### src/rtl/core_launch_pkg.sv
package core_launch_pkg;

  typedef enum logic [3:0] {
    SLOT_BAD,
    SLOT_CORE_RST,
    SLOT_CORE_CTL,
    SLOT_CORE_STAT,
    SLOT_CLUSTER,
    SLOT_GATE,
    SLOT_GEN,
    SLOT_STBY,
    SLOT_ENTRY,
    SLOT_UNIMP
  } slot_e;

  localparam logic [1:0] SIZE_WORD = 2'b10;

  // Window offsets whose behaviour is fixed by the address map
  localparam logic [9:0] OFS_CLUSTER_A = 10'h000;
  localparam logic [9:0] OFS_CLUSTER_B = 10'h140;
  localparam logic [9:0] OFS_GATE      = 10'h144;
  localparam logic [9:0] OFS_GEN       = 10'h184;
  localparam logic [9:0] OFS_STBY      = 10'h1A0;
  localparam logic [9:0] OFS_ENTRY     = 10'h1A4;
  localparam logic [9:0] OFS_NOP_DBG   = 10'h1E4;
  localparam logic [9:0] OFS_NOP_CTR0  = 10'h280;
  localparam logic [9:0] OFS_NOP_CTR1  = 10'h284;
  localparam logic [9:0] OFS_NOP_CTR2  = 10'h288;

  // Per-core group layout: group g (1-based) at g*0x40
  localparam logic [5:0] SUB_RST  = 6'h00;
  localparam logic [5:0] SUB_CTL  = 6'h04;
  localparam logic [5:0] SUB_STAT = 6'h08;

  // Read constants
  localparam logic [31:0] RD_CORE_RST  = 32'h0000_0003;
  localparam logic [31:0] RD_CORE_STAT = 32'h0000_0001;
  localparam logic [31:0] RD_CLUSTER   = 32'h0000_0001;
  localparam logic [31:0] RD_GATE      = 32'h0000_010F;

  // Reset values
  localparam logic [31:0] GEN_RST   = 32'h0000_0020;
  localparam logic [31:0] STBY_RST  = 32'h0000_0000;
  localparam logic [31:0] ENTRY_RST = 32'h0000_0000;

endpackage

### src/rtl/core_launch_decode.sv
module core_launch_decode
  import core_launch_pkg::*;
#(
  parameter int AW        = 10,
  parameter int NUM_CORES = 4,
  parameter int CIW       = 2
) (
  input  logic [AW-1:0]  addr,
  input  logic [1:0]     size,
  output slot_e          slot,
  output logic [CIW-1:0] core
);
  localparam int GW = AW - 6;

  logic [GW-1:0] grp;
  logic [5:0]    sub;
  logic          in_core_range;

  assign grp           = addr[AW-1:6];
  assign sub           = addr[5:0];
  // group 1 belongs to core 0, so the core index is group minus one
  assign core          = CIW'(grp - GW'(1));
  assign in_core_range = (int'(grp) >= 1) && (int'(grp) <= NUM_CORES);

  always_comb begin
    slot = SLOT_BAD;
    if (size != SIZE_WORD || addr[1:0] != 2'b00) begin
      slot = SLOT_BAD;
    end else if (in_core_range && sub == SUB_RST) begin
      slot = SLOT_CORE_RST;
    end else if (in_core_range && sub == SUB_CTL) begin
      slot = SLOT_CORE_CTL;
    end else if (in_core_range && sub == SUB_STAT) begin
      slot = SLOT_CORE_STAT;
    end else begin
      case (addr)
        AW'(OFS_CLUSTER_A), AW'(OFS_CLUSTER_B): slot = SLOT_CLUSTER;
        AW'(OFS_GATE):                          slot = SLOT_GATE;
        AW'(OFS_GEN):                           slot = SLOT_GEN;
        AW'(OFS_STBY):                          slot = SLOT_STBY;
        AW'(OFS_ENTRY):                         slot = SLOT_ENTRY;
        AW'(OFS_NOP_DBG), AW'(OFS_NOP_CTR0),
        AW'(OFS_NOP_CTR1), AW'(OFS_NOP_CTR2):   slot = SLOT_UNIMP;
        default:                                slot = SLOT_BAD;
      endcase
    end
  end
endmodule

### src/rtl/core_launch_regs.sv
module core_launch_regs
  import core_launch_pkg::*;
#(
  parameter int DW = 32
) (
  input  logic          clk,
  input  logic          rst_n,
  input  logic          wr_en,
  input  slot_e         slot,
  input  logic [DW-1:0] wdata,
  output logic [DW-1:0] gen_q,
  output logic [DW-1:0] stby_q,
  output logic [DW-1:0] entry_q,
  output logic [DW-1:0] rd_val
);
  always_ff @(posedge clk) begin
    if (!rst_n) begin
      gen_q   <= DW'(GEN_RST);
      stby_q  <= DW'(STBY_RST);
      entry_q <= DW'(ENTRY_RST);
    end else if (wr_en) begin
      case (slot)
        SLOT_GEN:   gen_q   <= wdata;
        SLOT_STBY:  stby_q  <= wdata;
        SLOT_ENTRY: entry_q <= wdata;
        default: ;
      endcase
    end
  end

  always_comb begin
    case (slot)
      SLOT_CORE_RST:  rd_val = DW'(RD_CORE_RST);
      SLOT_CORE_STAT: rd_val = DW'(RD_CORE_STAT);
      SLOT_CLUSTER:   rd_val = DW'(RD_CLUSTER);
      SLOT_GATE:      rd_val = DW'(RD_GATE);
      SLOT_GEN:       rd_val = gen_q;
      SLOT_STBY:      rd_val = stby_q;
      SLOT_ENTRY:     rd_val = entry_q;
      default:        rd_val = '0;
    endcase
  end
endmodule

### src/rtl/core_launch_req.sv
module core_launch_req #(
  parameter int DW        = 32,
  parameter int NUM_CORES = 4,
  parameter int CIW       = 2
) (
  input  logic                 clk,
  input  logic                 rst_n,
  input  logic                 fire,
  input  logic [CIW-1:0]       core,
  input  logic [DW-1:0]        entry,
  output logic [NUM_CORES-1:0] valid_q,
  output logic [DW-1:0]        addr_q
);
  logic [NUM_CORES-1:0] hit;

  for (genvar k = 0; k < NUM_CORES; k++) begin : g_hit
    assign hit[k] = fire && (core == CIW'(k));
  end

  always_ff @(posedge clk) begin
    if (!rst_n) begin
      valid_q <= '0;
      addr_q  <= '0;
    end else begin
      valid_q <= hit;
      if (fire) addr_q <= entry;
    end
  end
endmodule

### src/rtl/core_launch_cfg.sv
module core_launch_cfg
  import core_launch_pkg::*;
#(
  parameter int              AW        = 10,
  parameter int              DW        = 32,
  parameter int              NUM_CORES = 4,
  parameter logic [1:0]      START_EL  = 2'd3
) (
  input  logic                 clk,
  input  logic                 rst_n,
  input  logic                 bus_req,
  input  logic                 bus_we,
  input  logic [AW-1:0]        bus_addr,
  input  logic [1:0]           bus_size,
  input  logic [DW-1:0]        bus_wdata,
  output logic [DW-1:0]        bus_rdata,
  output logic                 bus_err,
  output logic [NUM_CORES-1:0] launch_valid,
  output logic [DW-1:0]        launch_addr,
  output logic [1:0]           launch_el
);
  localparam int CIW = (NUM_CORES > 1) ? $clog2(NUM_CORES) : 1;

  slot_e          slot;
  logic [CIW-1:0] core;
  logic [DW-1:0]  gen_q, stby_q, entry_q, rd_val;
  logic           wr_en, fire;
  logic [DW-1:0]  rdata_q;
  logic           err_q;

  core_launch_decode #(.AW(AW), .NUM_CORES(NUM_CORES), .CIW(CIW)) u_dec (
    .addr (bus_addr),
    .size (bus_size),
    .slot (slot),
    .core (core)
  );

  assign wr_en = bus_req && bus_we;
  assign fire  = wr_en && (slot == SLOT_CORE_RST) && (bus_wdata != '0);

  core_launch_regs #(.DW(DW)) u_regs (
    .clk     (clk),
    .rst_n   (rst_n),
    .wr_en   (wr_en),
    .slot    (slot),
    .wdata   (bus_wdata),
    .gen_q   (gen_q),
    .stby_q  (stby_q),
    .entry_q (entry_q),
    .rd_val  (rd_val)
  );

  core_launch_req #(.DW(DW), .NUM_CORES(NUM_CORES), .CIW(CIW)) u_req (
    .clk     (clk),
    .rst_n   (rst_n),
    .fire    (fire),
    .core    (core),
    .entry   (entry_q),
    .valid_q (launch_valid),
    .addr_q  (launch_addr)
  );

  always_ff @(posedge clk) begin
    if (!rst_n) begin
      rdata_q <= '0;
      err_q   <= 1'b0;
    end else begin
      rdata_q <= (bus_req && !bus_we) ? rd_val : '0;
      err_q   <= bus_req && (slot == SLOT_BAD);
    end
  end

  assign bus_rdata = rdata_q;
  assign bus_err   = err_q;
  assign launch_el = START_EL;
endmodule

### config.mk
export PLATFORM = sky130hd
export DESIGN_NAME = core_launch_cfg
export DESIGN_NICKNAME = d
export VERILOG_FILES = /design/src/rtl/core_launch_pkg.sv /design/src/rtl/core_launch_decode.sv /design/src/rtl/core_launch_regs.sv /design/src/rtl/core_launch_req.sv /design/src/rtl/core_launch_cfg.sv
export SDC_FILE = /design/constraint.sdc
export NUM_CORES = 1
export LEC_CHECK = 0
export BUFFER_PORTS_ARGS = -buffer_cell sky130_fd_sc_hd__buf_2
export CAP_MARGIN = 10
export CORE_ASPECT_RATIO = 0.8
export CORE_MARGIN = 10
export CORE_UTILIZATION = 50
export DETAILED_ROUTE_END_ITERATION = 10
export PLACE_DENSITY_LB_ADDON = 0.05
export SLEW_MARGIN = 20
export SYNTH_ARGS = -nofsm -noshare
export SYNTH_HDL_FRONTEND = slang
export SYNTH_HIERARCHICAL = 1
export SYNTH_SLANG_ARGS = --single-unit
### constraint.sdc
create_clock -name clk -period 3.85 [get_ports clk]
set_input_delay 0.5775 -clock clk [delete_from_list [all_inputs] [get_ports clk]]
set_output_delay 0.5775 -clock clk [all_outputs]
set_load 0.01 [all_outputs]
# Word level (Yosys, flattened, before mapping)

Cells that the tools add are included.

Reduce and logical (&&, ||, !) cells: 28
Bitwise logic cells: 0
Multipliers: 0
Shifts and indexed selects: 0
Muxes and demuxes: 6
Eq/ne operators: 22
Magnitude comparators: 2
Divide/modulo/power cells: 0
Add/sub/neg operators: 1

Operator list:

| cell                                                                                | count |
|---|---|
| 32-bit case mux with 6 select lines                                                 | 1 |
| 10-bit by 9-bit == test with 1-bit output, second input constant                    | 6 |
| 32-bit nonzero test                                                                 | 1 |
| 10-bit == test, second input constant                                               | 3 |
| 4-bit case mux with 6 select lines                                                  | 1 |
| 4-bit by 3-bit == test with 1-bit output, second input constant                     | 4 |
| 4-bit two-way mux                                                                   | 4 |
| 1-bit logical AND                                                                   | 13 |
| 10-bit logical NOT                                                                  | 1 |
| 2-bit AND reduction                                                                 | 4 |
| 6-bit by 3-bit == test with 1-bit output, second input constant                     | 1 |
| 6-bit by 4-bit == test with 1-bit output, second input constant                     | 1 |
| 6-bit logical NOT                                                                   | 1 |
| 2-bit == test, second input constant                                                | 2 |
| 4-bit by 1-bit == test with 1-bit output, second input constant                     | 1 |
| 4-bit by 2-bit == test with 1-bit output, second input constant                     | 1 |
| 4-bit == test, second input constant                                                | 1 |
| 4-bit by 1-bit greater-or-equal comparator with 1-bit output, second input constant | 1 |
| 4-bit by 3-bit <= comparator with 1-bit output, second input constant               | 1 |
| 4-bit logical NOT                                                                   | 1 |
| 2-bit OR reduction                                                                  | 2 |
| 4-bit OR reduction                                                                  | 1 |
| 2-bit by 1-bit == test with 1-bit output, second input constant                     | 1 |
| 2-bit logical NOT                                                                   | 1 |
| 5 further kinds                                                                     | 5 |

Register bits: 165
Memory bits (writable): 0
Output and inout bits: 71
ROM bits: 0
Bits in latches: 0
Bits of input ports: 48
Logic and storage cells: 66
Memories kept: 0

# Logic depth before layout (Yosys ltp)

Gate-level depths: netlist of the first run.

Word-level depth: 11
Mapped depth: 13
Gate-level depth less buffers: 10

# By module

The synthesis of the first run kept the hierarchy.

By module, submodules not included:

| module             | times used | area each (um^2) | cells each |
|---|---|---|---|
| core_launch_regs   | 1          | 4,136.5          | 442 |
| core_launch_req    | 1          | 1,353.8          | 114 |
| core_launch_cfg    | 1          | 1,024.7          | 87 |
| core_launch_decode | 1          | 357.8            | 53 |

# Least setup slack after synthesis of the first run

No wires, ideal clock.

Path kind: input -> register
Start: in bus_addr[6]
End: reg rdata_q[22], in the netlist bus_rdata[22]
Buffers on the path: 2
Slack: 0.974 ns
Arrival: 2.761 ns
Stages: 12
Library setup time: 0.115 ns
Path through: inv_1 -> ha_1 -> nor3b_1 -> nor2_2 -> a31o_1 -> a31oi_1 -> and4bb_2 -> buf_2 -> buf_2 -> a222oi_1 -> inv_1 -> and2_1

Word-level cells in the longest chain between the ends: 10
Elaborated cells between the ends (all ways): 32

RTL lines:

| item                                                                                                        | line                                               | RTL |
|---|---|---|
| start, declared                                                                                             | core_launch_cfg.sv:13                              | `input logic [AW-1:0] bus_addr,` |
| 10-bit by 9-bit == test with 1-bit output, or another cell as far along                                     | core_launch_decode.sv:36                           | `case (addr)` |
| 4-bit OR reduction, or another cell as far along                                                            | core_launch_decode.sv:36                           |  |
| 4-bit case mux with 6 select lines / 1-bit logical AND (equally long branches)                              | core_launch_decode.sv:36, core_launch_decode.sv:33 |  |
| 4-bit two-way mux                                                                                           | core_launch_decode.sv:33                           | `end else if (in_core_range && sub == SUB_STAT) begin` |
| 4-bit two-way mux                                                                                           | core_launch_decode.sv:31                           | `end else if (in_core_range && sub == SUB_CTL) begin` |
| 4-bit two-way mux (*)                                                                                       | core_launch_decode.sv:29                           | `end else if (in_core_range && sub == SUB_RST) begin` |
| 4-bit two-way mux (*)                                                                                       | core_launch_decode.sv:27                           | `if (size != SIZE_WORD \|\| addr[1:0] != 2'b00) begin` |
| net slot[0]                                                                                                 | core_launch_cfg.sv:24                              | `slot_e slot;` |
| 4-bit by 2-bit == test with 1-bit output / 4-bit by 3-bit == test with 1-bit output (equally long branches) | core_launch_regs.sv:32                             | `case (slot)` |
| 2-bit OR reduction (no source line)                                                                         | -                                                  |  |
| 32-bit case mux with 6 select lines (*)                                                                     | core_launch_regs.sv:32                             |  |
| net rd_val[22]                                                                                              | core_launch_cfg.sv:26                              | `logic [DW-1:0] gen_q, stby_q, entry_q, rd_val;` |
| end signal, assigned                                                                                        | core_launch_cfg.sv:68                              | `rdata_q <= (bus_req && !bus_we) ? rd_val : '0;` |
| end, declared                                                                                               | core_launch_cfg.sv:28                              | `logic [DW-1:0] rdata_q;` |

Mark *: on every way through the listed nets, which the timed path passes. The rest lies on a longest branch.
A chain may end at the register's enable or synchronous reset.

# Worst setup path in the final report of the first run

Start: in bus_addr[6]
End: reg u_regs.stby_q[24]

Word-level cells in the longest chain between the ends: 9
Elaborated cells between the ends (all ways): 25

RTL lines:

| item                                                                           | line                                               | RTL |
|---|---|---|
| 10-bit by 9-bit == test with 1-bit output, or another cell as far along        | core_launch_decode.sv:36                           |  |
| 4-bit OR reduction, or another cell as far along                               | core_launch_decode.sv:36                           |  |
| 4-bit case mux with 6 select lines / 1-bit logical AND (equally long branches) | core_launch_decode.sv:36, core_launch_decode.sv:33 |  |
| 4-bit two-way mux                                                              | core_launch_decode.sv:33                           |  |
| 4-bit two-way mux                                                              | core_launch_decode.sv:31                           |  |
| 4-bit two-way mux (*)                                                          | core_launch_decode.sv:29                           |  |
| 4-bit two-way mux (*)                                                          | core_launch_decode.sv:27                           |  |
| net slot[0]                                                                    | core_launch_cfg.sv:24                              |  |
| 4-bit by 3-bit == test with 1-bit output (*)                                   | core_launch_regs.sv:22                             | `case (slot)` |
| 2-bit AND reduction (no source line) (*)                                       | -                                                  |  |
| end signal, assigned                                                           | core_launch_regs.sv:19                             | `stby_q <= DW'(STBY_RST);` |
| end signal, assigned                                                           | core_launch_regs.sv:24                             | `SLOT_STBY: stby_q <= wdata;` |
| end, declared                                                                  | core_launch_regs.sv:12                             | `output logic [DW-1:0] stby_q,` |

Marks and branches as above.

==> impl_results.html, run 1 <==
<table>
<tr><th>Metric</th><th>Value</th></tr>
<tr><th colspan="2">CTS</th></tr>
<tr><td>CTS max path bufs</td><td>2</td></tr>
<tr><td>Hold-fix buffer count after cts</td><td>0</td></tr>
<tr><td>CTS H-Tree Depth</td><td>4</td></tr>
<tr><td>Number of clock sinks seen by CTS</td><td>between 150 and 200</td></tr>
<tr><td>Clock-pin slew on the worst setup and hold paths</td><td>60 ps</td></tr>
<tr><td>Clk_lat worst skew</td><td>about 430 ps</td></tr>
<tr><td>Count of instances resized after the clock tree is built</td><td>0</td></tr>
<tr><td>Number of post-CTS setup repair buffers</td><td>0</td></tr>
<tr><td>Clock root buffer master</td><td>sky130_fd_sc_hd__clkbuf_16</td></tr>
<tr><td>Number of buffers inserted during clock tree synthesis</td><td>17</td></tr>
<tr><td>CTS tree</td><td>done</td></tr>
<tr><th colspan="2">Critical path</th></tr>
<tr><td>Slowest cell on the critical path</td><td>sky130_fd_sc_hd__and4b_4</td></tr>
<tr><td>Classification of the worst setup path</td><td>in2reg</td></tr>
<tr><td>Register-to-register setup slack</td><td>~2800 ps</td></tr>
<tr><td>Delay of the slowest cell on the worst path</td><td>around 660 ps</td></tr>
<tr><td>Peak fanout along the critical path</td><td>31</td></tr>
<tr><td>Critical path data arrival time</td><td>roughly 3400 ps</td></tr>
<tr><td>Critical path startpoint category</td><td>primary input</td></tr>
<tr><td>Kind of end point of the critical path</td><td>flip-flop</td></tr>
<tr><td>Ordered list of cells on the worst path</td><td>buf_2 -&gt; inv_1 -&gt; ha_1 -&gt; nor3b_1 -&gt; nor2_2 -&gt; a31o_1 -&gt; a31oi_1 -&gt; and4b_4 -&gt; nand2_2 -&gt; buf_4 -&gt; mux2i_1</td></tr>
<tr><td>Required time of the critical path</td><td>around 4100 ps</td></tr>
<tr><th colspan="2">STA</th></tr>
<tr><td>Rel. slew slack</td><td>0.490</td></tr>
<tr><td>Setup Skew</td><td>4.75 ps</td></tr>
<tr><td>Final critical-path required period</td><td>~3100 ps</td></tr>
<tr><td>Upper clock frequency limit</td><td>321 MHz</td></tr>
<tr><td>Pins over their slew limit</td><td>0</td></tr>
<tr><td>Post-route worst setup slack</td><td>roughly 730 ps</td></tr>
<tr><td>Slew at the pin with the worst max-slew slack</td><td>roughly 760 ps</td></tr>
<tr><td>Final critical-path share of the clock period</td><td>0.810</td></tr>
<tr><td>Setup repair after global routing missed its margin</td><td>no</td></tr>
<tr><td>Setup violation total in the final timing report</td><td>0</td></tr>
<tr><td>Setup TNS</td><td>0 ps</td></tr>
<tr><td>Final hold violations</td><td>0</td></tr>
<tr><th colspan="2">Global routing</th></tr>
<tr><td>Total track usage</td><td>0.179</td></tr>
<tr><td>Via count of the first global-routing pass</td><td>about 5300</td></tr>
<tr><td>Antenna violations before repair</td><td>0</td></tr>
<tr><td>Maximum number of pins on one net before global-route repair</td><td>64</td></tr>
<tr><td>Global route total overflow</td><td>0</td></tr>
<tr><td>First-pass GRT wire length</td><td>approximately 27000 um</td></tr>
<tr><th colspan="2">Route</th></tr>
<tr><td>Mean number of vias per cell</td><td>roughly 5.3</td></tr>
<tr><td>Total vias in the final route</td><td>about 5300</td></tr>
<tr><td>DRC viols</td><td>0</td></tr>
<tr><td>Average wire per standard cell</td><td>17.2 um</td></tr>
<tr><td>Post-detailed-routing wire length</td><td>17100 um</td></tr>
<tr><td>Initial drt markers</td><td>411</td></tr>
<tr><td>Antenna Violating Nets Remaining</td><td>0</td></tr>
<tr><td>Drt pass-1 iters</td><td>5</td></tr>
<tr><th colspan="2">Job</th></tr>
<tr><td>Max-cap violation count</td><td>0</td></tr>
<tr><th colspan="2">Final layout</th></tr>
<tr><td>Number of diodes added for antenna fixing</td><td>0</td></tr>
<tr><td>Fin cells</td><td>around 1000</td></tr>
<tr><td>Synthesis-to-finish area growth</td><td>18.2%</td></tr>
<tr><td>Share of cells above drive strength 1</td><td>0.223</td></tr>
<tr><td>Core Util, Final</td><td>0.602</td></tr>
<tr><td># fillers</td><td>~1200</td></tr>
<tr><td>Net count reported at finish</td><td>853</td></tr>
<tr><td>Final std cell area, no fill</td><td>slightly above 8000 um2</td></tr>
<tr><th colspan="2">Yosys</th></tr>
<tr><td>Number of register bits inferred by synthesis</td><td>between 150 and 200</td></tr>
<tr><td>Count of cell types in the netlist</td><td>53</td></tr>
<tr><td>Combined area of all synthesized cells</td><td>between 6000 and 7000 um2</td></tr>
<tr><td>Synth Instances</td><td>around 700</td></tr>
<tr><td>Flip-flop cell with the highest count after synthesis</td><td>sky130_fd_sc_hd__dfxtp_1</td></tr>
<tr><td>Seq/Total Area, Yosys</td><td>0.481</td></tr>
<tr><td>Synth top area cells</td><td>sky130_fd_sc_hd__dfxtp_1 48%, sky130_fd_sc_hd__mux2i_1 18%, sky130_fd_sc_hd__nand2_1 7.6%</td></tr>
<tr><td>Largest area contributor in the synthesized netlist</td><td>sky130_fd_sc_hd__dfxtp_1</td></tr>
<tr><td>Share of flip-flops with an asynchronous set or reset</td><td>0</td></tr>
<tr><td>Cell with the most instances after synthesis</td><td>sky130_fd_sc_hd__dfxtp_1</td></tr>
<tr><td>Fraction of post-synthesis cell area in the top cell type by area</td><td>0.481</td></tr>
<tr><td>Synth warn</td><td>6</td></tr>
<tr><td>Post-synth EDFFs</td><td>0</td></tr>
<tr><td>Mean Syn Cell Area</td><td>9.87 um2</td></tr>
<tr><td>Most frequent cells after synthesis</td><td>165 x sky130_fd_sc_hd__dfxtp_1, 139 x sky130_fd_sc_hd__nand2_1, 127 x sky130_fd_sc_hd__mux2i_1</td></tr>
<tr><th colspan="2">Placed design</th></tr>
<tr><td>Inst Count DP</td><td>around 960</td></tr>
<tr><td>Cell area after placement</td><td>between 7000 and 8000 um2</td></tr>
<tr><td>Place WS</td><td>304 ps</td></tr>
<tr><td>Number of buffers inserted by port buffering</td><td>approximately 120</td></tr>
<tr><td>Sum of net half-perimeters after detailed placement</td><td>approximately 12000 um</td></tr>
<tr><td>Gpl congestion</td><td>roughly 0.82</td></tr>
<tr><th colspan="2">Hold path</th></tr>
<tr><td>Hold crit path type</td><td>reg2reg</td></tr>
<tr><th colspan="2">Floorplanning</th></tr>
<tr><td>Effective utilization at floorplan</td><td>0.509</td></tr>
<tr><td>Height of the die</td><td>125 um</td></tr>
<tr><td>Width of the chip</td><td>between 150 and 200 um</td></tr>
<tr><td>Core Area</td><td>between 10000 and 15000 um2</td></tr>
<tr><td>Count of standard-cell rows</td><td>38</td></tr>
<tr><td>Total I/O pin count</td><td>between 100 and 150</td></tr>
<tr><td>Area of the die</td><td>about 19000 um2</td></tr>
<tr><th colspan="2">Pwr</th></tr>
<tr><td>Power density of the placed cells</td><td>approximately 430 nW/um2</td></tr>
<tr><td>Leakage Power</td><td>3.89 nW</td></tr>
<tr><td>Maximum VDD drop</td><td>0.358 mV</td></tr>
<tr><th colspan="2">Run status</th></tr>
<tr><td>Result of the run</td><td>finished, final reports clean</td></tr>
</table>
[registers in the layout (all words and copies together), names as in the netlist]
register        cells
bus_rdata          32
u_regs/entry_q     32
u_regs/gen_q       32
u_regs/stby_q      32
u_req/addr_q       32
u_req/valid_q       4
bus_err             1
[worst max-delay path: cells and delay by family]
family	cells	cell delay [ps]
adders and majority gates	1	170
and+or+nand+nor	4	1170
buffers and inverters	3	600
muxes	1	190
AOI/OAI and AO/OA	2	690
[layer usage]
metal  vias to the layer above  track usage  share of wire
met3                        20       0.0563          0.074
met4                         0       0.0616          0.013
met2                       159        0.267           0.45
met1                      2546        0.239           0.46
met5                         -            0              0
li1                       2583            -              -
[metrics by stage]
stage	power, mW	hold slack, ps
6_report	3.51	460
5_1_grt	3.62	469
4_1_cts	3.54	458
3_5_place_dp	1.87	448
3_3_place_gp	1.87	442
2_1_floorplan	1.81	434
[area by class of cell]
cell class	instances	area (um2)	share of cell area
Sequential cell	165	3300	0.406
Inverter	34	128	0.0157
Timing Repair Buffer	132	741	0.0911
Clock inverter	10	103	0.0126
Clock buffer	22	484	0.0596
Multi-Input combinational cell	450	3140	0.387
Tap cell	180	225	0.0277
[power by group]
group	internal, mW	switching, mW	total (mW)
logic	0.0417	0.0836	0.125
clock network	1.01	0.665	1.68
registers	1.71	0.000146	1.71
total	2.76	0.748	3.51
[path summary, 6_finish.rpt]
kind,start,endpoint,cells after the start
worst max register to register,u_regs/entry_q[0],bus_rdata[0],4
worst max-delay path,bus_addr[6],u_regs/stby_q[24],11
worst min register to register,u_regs/gen_q[13],u_regs/gen_q[13],2
worst min-delay path,u_regs/gen_q[13],u_regs/gen_q[13],2
[cells in the final DEF, fill, tap and decap left out, types with 2 or more instances in the layout]
cell,netlist,layout
sky130_fd_sc_hd__nor3_1,5,5
sky130_fd_sc_hd__o21ai_0,4,4
sky130_fd_sc_hd__clkbuf_8,0,4
sky130_fd_sc_hd__nand2_2,2,2
sky130_fd_sc_hd__bufinv_16,0,2
sky130_fd_sc_hd__nor4_1,7,7
sky130_fd_sc_hd__conb_1,1,2
sky130_fd_sc_hd__nand3_1,4,4
sky130_fd_sc_hd__ha_1,5,5
sky130_fd_sc_hd__dfxtp_1,165,165
sky130_fd_sc_hd__nand4_1,2,2
sky130_fd_sc_hd__mux2i_1,127,127
sky130_fd_sc_hd__nand2_1,139,139
sky130_fd_sc_hd__nor2b_1,35,35
sky130_fd_sc_hd__clkbuf_16,0,17
sky130_fd_sc_hd__and2_1,33,34
sky130_fd_sc_hd__buf_4,9,14
sky130_fd_sc_hd__nand2b_1,2,2
sky130_fd_sc_hd__o31ai_1,3,3
sky130_fd_sc_hd__buf_12,3,3
sky130_fd_sc_hd__xor2_1,2,2
sky130_fd_sc_hd__nor4bb_1,2,2
sky130_fd_sc_hd__buf_2,7,115
sky130_fd_sc_hd__clkinv_2,0,7
sky130_fd_sc_hd__inv_1,34,34
sky130_fd_sc_hd__a222oi_1,27,27
sky130_fd_sc_hd__nor2_2,2,3
sky130_fd_sc_hd__nor2_1,11,10
sky130_fd_sc_hd__nor4_2,4,4
sky130_fd_sc_hd__a21oi_1,8,8
[logic make-up after synthesis]
logic type	share of synthesized area
and+or+nand+nor	0.194
buffers and inverters	0.0632
adders and majority gates	0.00910
xor gates and xnor gates	0.00255
other	0.000546
muxes	0.185
DFF	0.481
AOI/OAI and AO/OA	0.0655
No activity file was read; power rests on OpenSTA's default activity.
==> inputs of run 2 (changes only) <==
Settings changed: ABC_AREA set to 1.
Clock period 3.85 ns to 2.66 ns, I/O delays scaled along.
==> run 2 against run 1 <==
- sequential power up 44%
- clock skew rose by 1.7 ps
- power is 47% higher
==> impl_results.html, run 2 <==
<table>
<tr><th>Metric</th><th>Value</th></tr>
<tr><th colspan="2">STA</th></tr>
<tr><td>Worst Hold Margin</td><td>255 ps (-205 ps)</td></tr>
<tr><td>Slew at the pin with the worst max-slew slack</td><td>656 ps (-108 ps)</td></tr>
<tr><td>Setup repair after global routing missed its margin</td><td>no</td></tr>
<tr><td>Setup Skew</td><td>6.48 ps (+1.73 ps)</td></tr>
<tr><td>Final hold violations</td><td>0 (unchanged)</td></tr>
<tr><td>Final critical-path required period</td><td>~2300 ps</td></tr>
<tr><td>Pins over their slew limit</td><td>0 (unchanged)</td></tr>
<tr><td>Rel. slew slack</td><td>0.563 (+0.0731)</td></tr>
<tr><td>Upper clock frequency limit</td><td>430 MHz</td></tr>
<tr><td>Final critical-path share of the clock period</td><td>0.875</td></tr>
<tr><td>Setup violation total in the final timing report</td><td>0 (unchanged)</td></tr>
<tr><th colspan="2">CTS</th></tr>
<tr><td>Clock-pin slew on the worst setup and hold paths</td><td>60 ps (about the same)</td></tr>
<tr><td>Number of buffers inserted during clock tree synthesis</td><td>17 (unchanged)</td></tr>
<tr><td>CTS tree</td><td>done</td></tr>
<tr><td>Clock root buffer master</td><td>sky130_fd_sc_hd__clkbuf_16</td></tr>
<tr><td>CTS max path bufs</td><td>2 (unchanged)</td></tr>
<tr><td>Count of instances resized after the clock tree is built</td><td>0 (unchanged)</td></tr>
<tr><td>Hold-fix buffer count after cts</td><td>0 (unchanged)</td></tr>
<tr><td>Clk_lat worst skew</td><td>430 ps (about the same)</td></tr>
<tr><td>Number of post-CTS setup repair buffers</td><td>0 (unchanged)</td></tr>
<tr><td>Number of clock sinks seen by CTS</td><td>165 (unchanged)</td></tr>
<tr><td>CTS H-Tree Depth</td><td>4 (unchanged)</td></tr>
<tr><th colspan="2">Pwr</th></tr>
<tr><td>Internal power</td><td>4.04 mW (+46%)</td></tr>
<tr><td>Combinational power share</td><td>0.039 (+0.003)</td></tr>
<tr><td>Sw Ratio</td><td>0.216 (+0.00312)</td></tr>
<tr><td>Switching Power</td><td>1.11 mW (+49%)</td></tr>
<tr><td>Leakage Power</td><td>4.73 nW (+22%)</td></tr>
<tr><td>Clk network pwr share</td><td>0.481 (+0.003)</td></tr>
<tr><td>Sequential cell fraction of total power</td><td>0.480 (-0.006)</td></tr>
<tr><td>Maximum VDD drop</td><td>0.429 mV (+20%)</td></tr>
<tr><td>Power density of the placed cells</td><td>554 nW/um2 (+28%)</td></tr>
<tr><th colspan="2">Yosys</th></tr>
<tr><td>Most frequent cells after synthesis</td><td>351 x sky130_fd_sc_hd__nand2_1, 285 x sky130_fd_sc_hd__nor2_1, 246 x sky130_fd_sc_hd__inv_1</td></tr>
<tr><td>Cell with the most instances after synthesis</td><td>sky130_fd_sc_hd__nand2_1</td></tr>
<tr><td>Post-synth EDFFs</td><td>0 (unchanged)</td></tr>
<tr><td>Synth warn</td><td>6 (unchanged)</td></tr>
<tr><td>Synth Instances</td><td>1269 (+82%)</td></tr>
<tr><td>Number of register bits inferred by synthesis</td><td>165 (unchanged)</td></tr>
<tr><td>Count of cell types in the netlist</td><td>28 (-47%)</td></tr>
<tr><td>Share of flip-flops with an asynchronous set or reset</td><td>0 (unchanged)</td></tr>
<tr><td>Largest area contributor in the synthesized netlist</td><td>sky130_fd_sc_hd__dfxtp_1</td></tr>
<tr><td>Combined area of all synthesized cells</td><td>7840 um2 (+14%)</td></tr>
<tr><td>Seq/Total Area, Yosys</td><td>0.421 (-0.0594)</td></tr>
<tr><td>Flip-flop cell with the highest count after synthesis</td><td>sky130_fd_sc_hd__dfxtp_1</td></tr>
<tr><td>Synth top area cells</td><td>sky130_fd_sc_hd__dfxtp_1 42%, sky130_fd_sc_hd__nand2_1 17%, sky130_fd_sc_hd__nor2_1 14%</td></tr>
<tr><td>Fraction of post-synthesis cell area in the top cell type by area</td><td>0.421 (-0.0594)</td></tr>
<tr><td>Mean Syn Cell Area</td><td>6.18 um2 (-37%)</td></tr>
<tr><th colspan="2">Route</th></tr>
<tr><td>Antenna Violating Nets Remaining</td><td>0 (unchanged)</td></tr>
<tr><td>Mean number of vias per cell</td><td>4.51 (-16%)</td></tr>
<tr><td>DRC viols</td><td>0 (unchanged)</td></tr>
<tr><td>Total vias in the final route</td><td>7185 (+35%)</td></tr>
<tr><td>Initial drt markers</td><td>548 (+33%)</td></tr>
<tr><td>Drt pass-1 iters</td><td>5 (unchanged)</td></tr>
<tr><td>Average wire per standard cell</td><td>12.8 um (-26%)</td></tr>
<tr><td>Post-detailed-routing wire length</td><td>20400 um (+19%)</td></tr>
<tr><th colspan="2">Final layout</th></tr>
<tr><td>Final std cell area, no fill</td><td>9310 um2 (+15%)</td></tr>
<tr><td>Highest-count cells in the layout ignoring fill and taps</td><td>351 x sky130_fd_sc_hd__nand2_1, 284 x sky130_fd_sc_hd__nor2_1, 246 x sky130_fd_sc_hd__inv_1</td></tr>
<tr><td>Share of cells above drive strength 1</td><td>0.145 (-0.0773)</td></tr>
<tr><td>Number of diodes added for antenna fixing</td><td>0 (unchanged)</td></tr>
<tr><td>Synthesis-to-finish area growth</td><td>18.7%</td></tr>
<tr><td>Most common library cell in the layout ignoring fill and taps</td><td>sky130_fd_sc_hd__nand2_1</td></tr>
<tr><td>Net count reported at finish</td><td>1423 (+67%)</td></tr>
<tr><th colspan="2">Job</th></tr>
<tr><td>Max-cap violation count</td><td>0 (unchanged)</td></tr>
<tr><th colspan="2">Critical path</th></tr>
<tr><td>Critical path startpoint category</td><td>primary input</td></tr>
<tr><td>Kind of end point of the critical path</td><td>flip-flop</td></tr>
<tr><td>Required time of the critical path</td><td>3010 ps (-1130 ps)</td></tr>
<tr><td>Classification of the worst setup path</td><td>in2reg</td></tr>
<tr><td>Register-to-register setup slack</td><td>1820 ps (-1000 ps)</td></tr>
<tr><td>Count of cells along the worst register-to-register path</td><td>4 (unchanged)</td></tr>
<tr><td>Peak fanout along the critical path</td><td>26 (-16%)</td></tr>
<tr><td>Launching point of the worst reg2reg path</td><td>u_regs/stby_q[3]</td></tr>
<tr><td>Reg2reg end</td><td>bus_rdata[3]</td></tr>
<tr><td>Critical path data arrival time</td><td>2680 ps (-730 ps)</td></tr>
<tr><th colspan="2">Floorplanning</th></tr>
<tr><td>Effective utilization at floorplan</td><td>0.515 (+0.00647)</td></tr>
<tr><td>Count of standard-cell rows</td><td>40 (+5.3%)</td></tr>
<tr><td>Height of the die</td><td>132 um (+5.7%)</td></tr>
<tr><td>Core Area</td><td>15200 um2 (+13%)</td></tr>
<tr><td>Total I/O pin count</td><td>119 (unchanged)</td></tr>
<tr><td>Area of the die</td><td>21100 um2 (+12%)</td></tr>
<tr><td>Width of the chip</td><td>160 um (+5.9%)</td></tr>
<tr><th colspan="2">Placed design</th></tr>
<tr><td>Number of buffers inserted by port buffering</td><td>116 (unchanged)</td></tr>
<tr><td>Cell area after placement</td><td>8710 um2 (+15%)</td></tr>
<tr><td>Sum of net half-perimeters after detailed placement</td><td>13200 um (+13%)</td></tr>
<tr><td>Gpl congestion</td><td>0.835 (+2.3%)</td></tr>
<tr><th colspan="2">Global routing</th></tr>
<tr><td>Via count of the first global-routing pass</td><td>6542 (+23%)</td></tr>
<tr><td>First-pass GRT wire length</td><td>34000 um (+25%)</td></tr>
<tr><td>Total track usage</td><td>0.194 (+0.0146)</td></tr>
<tr><td>Maximum number of pins on one net before global-route repair</td><td>131 (+100%)</td></tr>
<tr><td>Antenna violations before repair</td><td>1 (+1)</td></tr>
<tr><td>Global route total overflow</td><td>0 (unchanged)</td></tr>
<tr><th colspan="2">Hold path</th></tr>
<tr><td>Startpoint of the most critical hold path</td><td>bus_wdata[22]</td></tr>
<tr><td>Hold Path Stages</td><td>3 (+1)</td></tr>
<tr><td>Hold crit path type</td><td>in2reg</td></tr>
<tr><td>Endpoint, Worst Hold</td><td>u_regs/entry_q[22]</td></tr>
<tr><th colspan="2">Run status</th></tr>
<tr><td>Result of the run</td><td>finished, final reports clean</td></tr>
</table>
==> run 2: changes by cell type after synthesis, moves of 7 or more <==
cell / change
sky130_fd_sc_hd__nor2b_1: -35
sky130_fd_sc_hd__mux2i_1: -127
sky130_fd_sc_hd__buf_2: +16
sky130_fd_sc_hd__and2_1: -33
sky130_fd_sc_hd__nor4_1: -7
sky130_fd_sc_hd__nand2_1: +212
sky130_fd_sc_hd__a222oi_1: -27
sky130_fd_sc_hd__inv_1: +212
sky130_fd_sc_hd__nand3_1: +105
sky130_fd_sc_hd__nor2_2: +13
sky130_fd_sc_hd__nor2_1: +274
==> run 2: worst max-delay path by stage <==
stage / slack (ps) / cells past startpoint / end / startpoint
after floorplan: 280 / 15 / bus_rdata[22] / bus_addr[6]
after detailed placement: -40 / 15 / u_req/addr_q[0] / bus_addr[7]
after global placement: -0.5 / 15 / u_req/addr_q[0] / bus_addr[7]
final: 330 / 14 / u_regs/gen_q[23] / bus_addr[7]
after CTS: 380 / 15 / u_regs/entry_q[15] / bus_addr[6]
after global routing: 160 / 15 / u_regs/entry_q[12] / bus_addr[6]
==> run 2: power by group through the flow <==
stage | logic (mW) | registers, mW | clock network, mW
global placement | 0.204 | 2.53 | 0
global route | 0.229 | 2.47 | 2.65
finish | 0.203 | 2.47 | 2.48
detailed placement | 0.203 | 2.53 | 0
floorplan | 0.113 | 2.53 | 0
CTS | 0.204 | 2.47 | 2.54
==> run 2: per-layer routing <==
| metal | wire (um) | vias to the layer above | global-route usage | part of all wire |
|---|---|---|---|---|
| met1 | 10400 | 3134 | 0.270 | 0.51 |
| li1 | - | 3865 | - | - |
| met3 | 1190 | 15 | 0.0577 | 0.058 |
| met5 | 7 | - | 0 | 0.00034 |
| met2 | 8650 | 169 | 0.288 | 0.42 |
| met4 | 158 | 2 | 0.0433 | 0.0078 |
==> run 2: final cells by class <==
type / count / area, um2
fill: 1486 / 5910
sequential: 165 / 3300
multi-input combinational: 792 / 3290
inverter: 251 / 942
timing repair buffer: 143 / 911
clock buffer: 25 / 505
tap: 210 / 263
clock inverter: 7 / 93.8
==> run 2: cells by family after synthesis <==
family                   share of synthesized area
AO/OA/AOI/OAI                              0.00606
AND/OR/NAND/NOR                              0.403
flip-flops                                   0.421
adder cells (fa/ha/maj)                    0.00798
other                                     0.000478
buffers and inverters                        0.162
==> run 2: critical path, cell delays in order <==
cell and delay (ps):
sky130_fd_sc_hd__buf_2 120, sky130_fd_sc_hd__inv_1 100, sky130_fd_sc_hd__ha_1 190, sky130_fd_sc_hd__inv_1 50, sky130_fd_sc_hd__a21oi_1 180, sky130_fd_sc_hd__nand3_1 130, sky130_fd_sc_hd__o21ai_0 220, sky130_fd_sc_hd__a21oi_1 190
sky130_fd_sc_hd__nor2_2 390, sky130_fd_sc_hd__nand3_2 240, sky130_fd_sc_hd__buf_12 230, sky130_fd_sc_hd__nand2_1 70, sky130_fd_sc_hd__nand2_1 40, sky130_fd_sc_hd__nor2_1 130
==> run 2: stage by stage <==
step                instances  total power, mW  TNS, ps  utilization  setup slack, ps
finish                   1593             5.16        0        0.612              332
global placement         1561             2.73   -0.545        0.572           -0.545
CTS                      1593             5.21        0        0.612              376
floorplan                1270             2.64        0            -              277
global route             1593             5.35        0        0.612              159
detailed placement       1561             2.73     -490        0.572            -41.4
==> inputs of run 3 (changes only) <==
Settings changed: CORE_MARGIN 10 to 2.
==> run 3 against run 2 <==
- sequential power about the same
- fmax decreased by 1.0%
- core utilization is 0.15 points higher
- power grew 2.4%
- largest power group unchanged
- highest routed layer is now met4
==> impl_results.html, run 3 (synthesis results as in run 2) <==
<table>
<tr><th>Metric</th><th>Value</th></tr>
<tr><th colspan="2">STA</th></tr>
<tr><td>Rel. slew slack</td><td>0.424 (-0.139)</td></tr>
<tr><td>Setup repair after global routing missed its margin</td><td>no</td></tr>
<tr><td>Setup Skew</td><td>6.57 ps (+0.0846 ps)</td></tr>
<tr><td>Setup violation total in the final timing report</td><td>0 (unchanged)</td></tr>
<tr><td>Slew at the pin with the worst max-slew slack</td><td>864 ps (+209 ps)</td></tr>
<tr><td>Upper clock frequency limit</td><td>425 MHz (-1.0%)</td></tr>
<tr><td>Pins over their slew limit</td><td>0 (unchanged)</td></tr>
<tr><td>Final critical-path share of the clock period</td><td>0.884 (+0.00901)</td></tr>
<tr><td>Final hold violations</td><td>0 (unchanged)</td></tr>
<tr><td>Setup TNS</td><td>0 ps (unchanged)</td></tr>
<tr><td>Final critical-path required period</td><td>2350 ps (+24.0 ps)</td></tr>
<tr><th colspan="2">Floorplanning</th></tr>
<tr><td>Total I/O pin count</td><td>119 (unchanged)</td></tr>
<tr><td>Effective utilization at floorplan</td><td>0.517 (+0.00170)</td></tr>
<tr><td>Count of standard-cell rows</td><td>40 (unchanged)</td></tr>
<tr><td>Core Area</td><td>15200 um2 (-0.33%)</td></tr>
<tr><td>Area of the die</td><td>16700 um2 (-21%)</td></tr>
<tr><td>Width of the chip</td><td>144 um (-10%)</td></tr>
<tr><td>Height of the die</td><td>116 um (-12%)</td></tr>
<tr><th colspan="2">Critical path</th></tr>
<tr><td>Launching point of the worst reg2reg path</td><td>u_regs/stby_q[3]</td></tr>
<tr><td>Critical path data arrival time</td><td>2670 ps (about the same)</td></tr>
<tr><td>Required time of the critical path</td><td>2970 ps (-40 ps)</td></tr>
<tr><td>Kind of end point of the critical path</td><td>flip-flop</td></tr>
<tr><td>Critical path startpoint category</td><td>primary input</td></tr>
<tr><td>Peak fanout along the critical path</td><td>25 (-3.8%)</td></tr>
<tr><td>Register-to-register setup slack</td><td>1780 ps (-40 ps)</td></tr>
<tr><td>Reg2reg end</td><td>bus_rdata[3]</td></tr>
<tr><td>Classification of the worst setup path</td><td>in2reg</td></tr>
<tr><td>Count of cells along the worst register-to-register path</td><td>4 (unchanged)</td></tr>
<tr><th colspan="2">Placed design</th></tr>
<tr><td>Number of buffers inserted by port buffering</td><td>116 (unchanged)</td></tr>
<tr><td>Gpl congestion</td><td>0.830 (-0.56%)</td></tr>
<tr><td>Sum of net half-perimeters after detailed placement</td><td>12700 um (-3.9%)</td></tr>
<tr><th colspan="2">Global routing</th></tr>
<tr><td>Maximum number of pins on one net before global-route repair</td><td>65 (-50%)</td></tr>
<tr><td>Global route total overflow</td><td>0 (unchanged)</td></tr>
<tr><td>Total track usage</td><td>0.244 (+0.0500)</td></tr>
<tr><td>Antenna violations before repair</td><td>1 (unchanged)</td></tr>
<tr><td>First-pass GRT wire length</td><td>31700 um (-6.8%)</td></tr>
<tr><td>Via count of the first global-routing pass</td><td>6319 (-3.4%)</td></tr>
<tr><td>GR Layer Usage met1</td><td>0.364 (+0.0944)</td></tr>
<tr><td>Met2 capacity usage during global routing</td><td>0.355 (+0.0665)</td></tr>
<tr><td>Most used routing layer in global routing</td><td>met1</td></tr>
<tr><td>Met3 GRT Util</td><td>0.0500 (-0.00774)</td></tr>
<tr><th colspan="2">Route</th></tr>
<tr><td>DRC viols</td><td>0 (unchanged)</td></tr>
<tr><td>Post-detailed-routing wire length</td><td>19700 um (-3.3%)</td></tr>
<tr><td>Antenna Violating Nets Remaining</td><td>0 (unchanged)</td></tr>
<tr><td>Average wire per standard cell</td><td>12.4 um (-3.2%)</td></tr>
<tr><td>Total vias in the final route</td><td>7289 (+1.4%)</td></tr>
<tr><td>Initial drt markers</td><td>471 (-14%)</td></tr>
<tr><td>Drt pass-1 iters</td><td>5 (unchanged)</td></tr>
<tr><td>Mean number of vias per cell</td><td>4.58 (+1.6%)</td></tr>
<tr><th colspan="2">CTS</th></tr>
<tr><td>Number of buffers inserted during clock tree synthesis</td><td>17 (unchanged)</td></tr>
<tr><td>Clk_lat worst skew</td><td>420 ps (about the same)</td></tr>
<tr><td>CTS max path bufs</td><td>2 (unchanged)</td></tr>
<tr><td>Count of instances resized after the clock tree is built</td><td>0 (unchanged)</td></tr>
<tr><td>Hold-fix buffer count after cts</td><td>0 (unchanged)</td></tr>
<tr><td>Clock-pin slew on the worst setup and hold paths</td><td>60 ps (about the same)</td></tr>
<tr><td>Clock root buffer master</td><td>sky130_fd_sc_hd__clkbuf_16</td></tr>
<tr><td>CTS H-Tree Depth</td><td>4 (unchanged)</td></tr>
<tr><td>Number of post-CTS setup repair buffers</td><td>0 (unchanged)</td></tr>
<tr><td>Number of clock sinks seen by CTS</td><td>165 (unchanged)</td></tr>
<tr><td>CTS tree</td><td>done</td></tr>
<tr><th colspan="2">Job</th></tr>
<tr><td>Max-cap violation count</td><td>0 (unchanged)</td></tr>
<tr><th colspan="2">Hold path</th></tr>
<tr><td>Startpoint of the most critical hold path</td><td>bus_req</td></tr>
<tr><td>Hold crit path type</td><td>in2reg</td></tr>
<tr><td>Endpoint, Worst Hold</td><td>bus_err</td></tr>
<tr><td>Hold Path Stages</td><td>3 (unchanged)</td></tr>
<tr><th colspan="2">Pwr</th></tr>
<tr><td>Power density of the placed cells</td><td>568 nW/um2 (+2.5%)</td></tr>
<tr><td>Leakage Power</td><td>4.73 nW (about the same)</td></tr>
<tr><td>Maximum VDD drop</td><td>0.456 mV (+6.3%)</td></tr>
<tr><th colspan="2">Final layout</th></tr>
<tr><td>Highest-count cells in the layout ignoring fill and taps</td><td>351 x sky130_fd_sc_hd__nand2_1, 284 x sky130_fd_sc_hd__nor2_1, 246 x sky130_fd_sc_hd__inv_1</td></tr>
<tr><td>Synthesis-to-finish area growth</td><td>18.6% (about the same)</td></tr>
<tr><td>Net count reported at finish</td><td>1422 (-0.070%)</td></tr>
<tr><td>Core Util, Final</td><td>0.613 (+0.00152)</td></tr>
<tr><td>Most common library cell in the layout ignoring fill and taps</td><td>sky130_fd_sc_hd__nand2_1</td></tr>
<tr><td>Share of cells above drive strength 1</td><td>0.144 (-0.00113)</td></tr>
<tr><th colspan="2">Run status</th></tr>
<tr><td>Result of the run</td><td>finished, final reports clean</td></tr>
</table>
## run 3: changes by cell type in the layout (fill, tap and decap cells not counted)
cell,previous run,this run
sky130_fd_sc_hd__clkbuf_8,5,3
sky130_fd_sc_hd__clkbuf_1,3,2
sky130_fd_sc_hd__bufinv_16,2,4
sky130_fd_sc_hd__inv_6,0,1
sky130_fd_sc_hd__clkinvlp_4,2,0
sky130_fd_sc_hd__buf_12,10,8
sky130_fd_sc_hd__diode_2,0,1
sky130_fd_sc_hd__buf_4,18,19
## run 3: power breakdown
part           internal [mW]  total, mW  switching (mW)
Sequential              2.47       2.47        0.000415
Clock                   1.64       2.60           0.964
Combinational         0.0609      0.203           0.142
## run 3: through the flow
step                std cells  worst slack, ps  cell area [um2]  power (mW)  hold slack, ps
detailed placement       1560            -73.9             8670        2.73             451
finish                   1591              308             9300        5.28             251
CTS                      1590              347             9300        5.32             238
floorplan                1270              277             7850        2.64             429
global route             1590              134             9300        5.47             255
global placement         1560             8.29             8670        2.73             443
## run 3: area by class of cell
cell class	count	area (um2)
Tap cell	210	263
Clock buffer	22	474
Antenna cell	1	2.50
Inverter	251	942
Timing Repair Buffer	142	878
Sequential cell	165	3300
Fill cell	1473	5870
Multi-Input combinational cell	792	3290
Clock inverter	8	148
## run 3: worst max-delay path, cell delays in order
cell                      delay, ps
sky130_fd_sc_hd__buf_2          120
sky130_fd_sc_hd__inv_1           90
sky130_fd_sc_hd__buf_4          130
sky130_fd_sc_hd__ha_1           140
sky130_fd_sc_hd__nand3_1         90
sky130_fd_sc_hd__nand3_1        110
sky130_fd_sc_hd__o21ai_0        110
sky130_fd_sc_hd__a21oi_1        550
sky130_fd_sc_hd__nor2_1         180
sky130_fd_sc_hd__nand3_1        140
sky130_fd_sc_hd__buf_4          340
sky130_fd_sc_hd__nand2_1        110
sky130_fd_sc_hd__inv_1           90
sky130_fd_sc_hd__nor2_1          50
## run 3: worst max path at each step
stage	slack, ps	to	startpoint
2_1_floorplan	280	bus_rdata[22]	bus_addr[6]
3_3_place_gp	8	u_regs/entry_q[30]	bus_addr[6]
3_5_place_dp	-70	u_regs/entry_q[14]	bus_addr[6]
4_1_cts	350	u_regs/stby_q[26]	bus_addr[6]
5_1_grt	130	u_regs/entry_q[26]	bus_addr[6]
6_report	310	u_regs/stby_q[26]	bus_addr[6]
## run 3: metal layers
metal / up-vias / wire length (um)
met1: 3204 / 10100
li1: 3862 / -
met4: 0 / 235
met2: 205 / 8110
met5: - / 0
met3: 18 / 1280
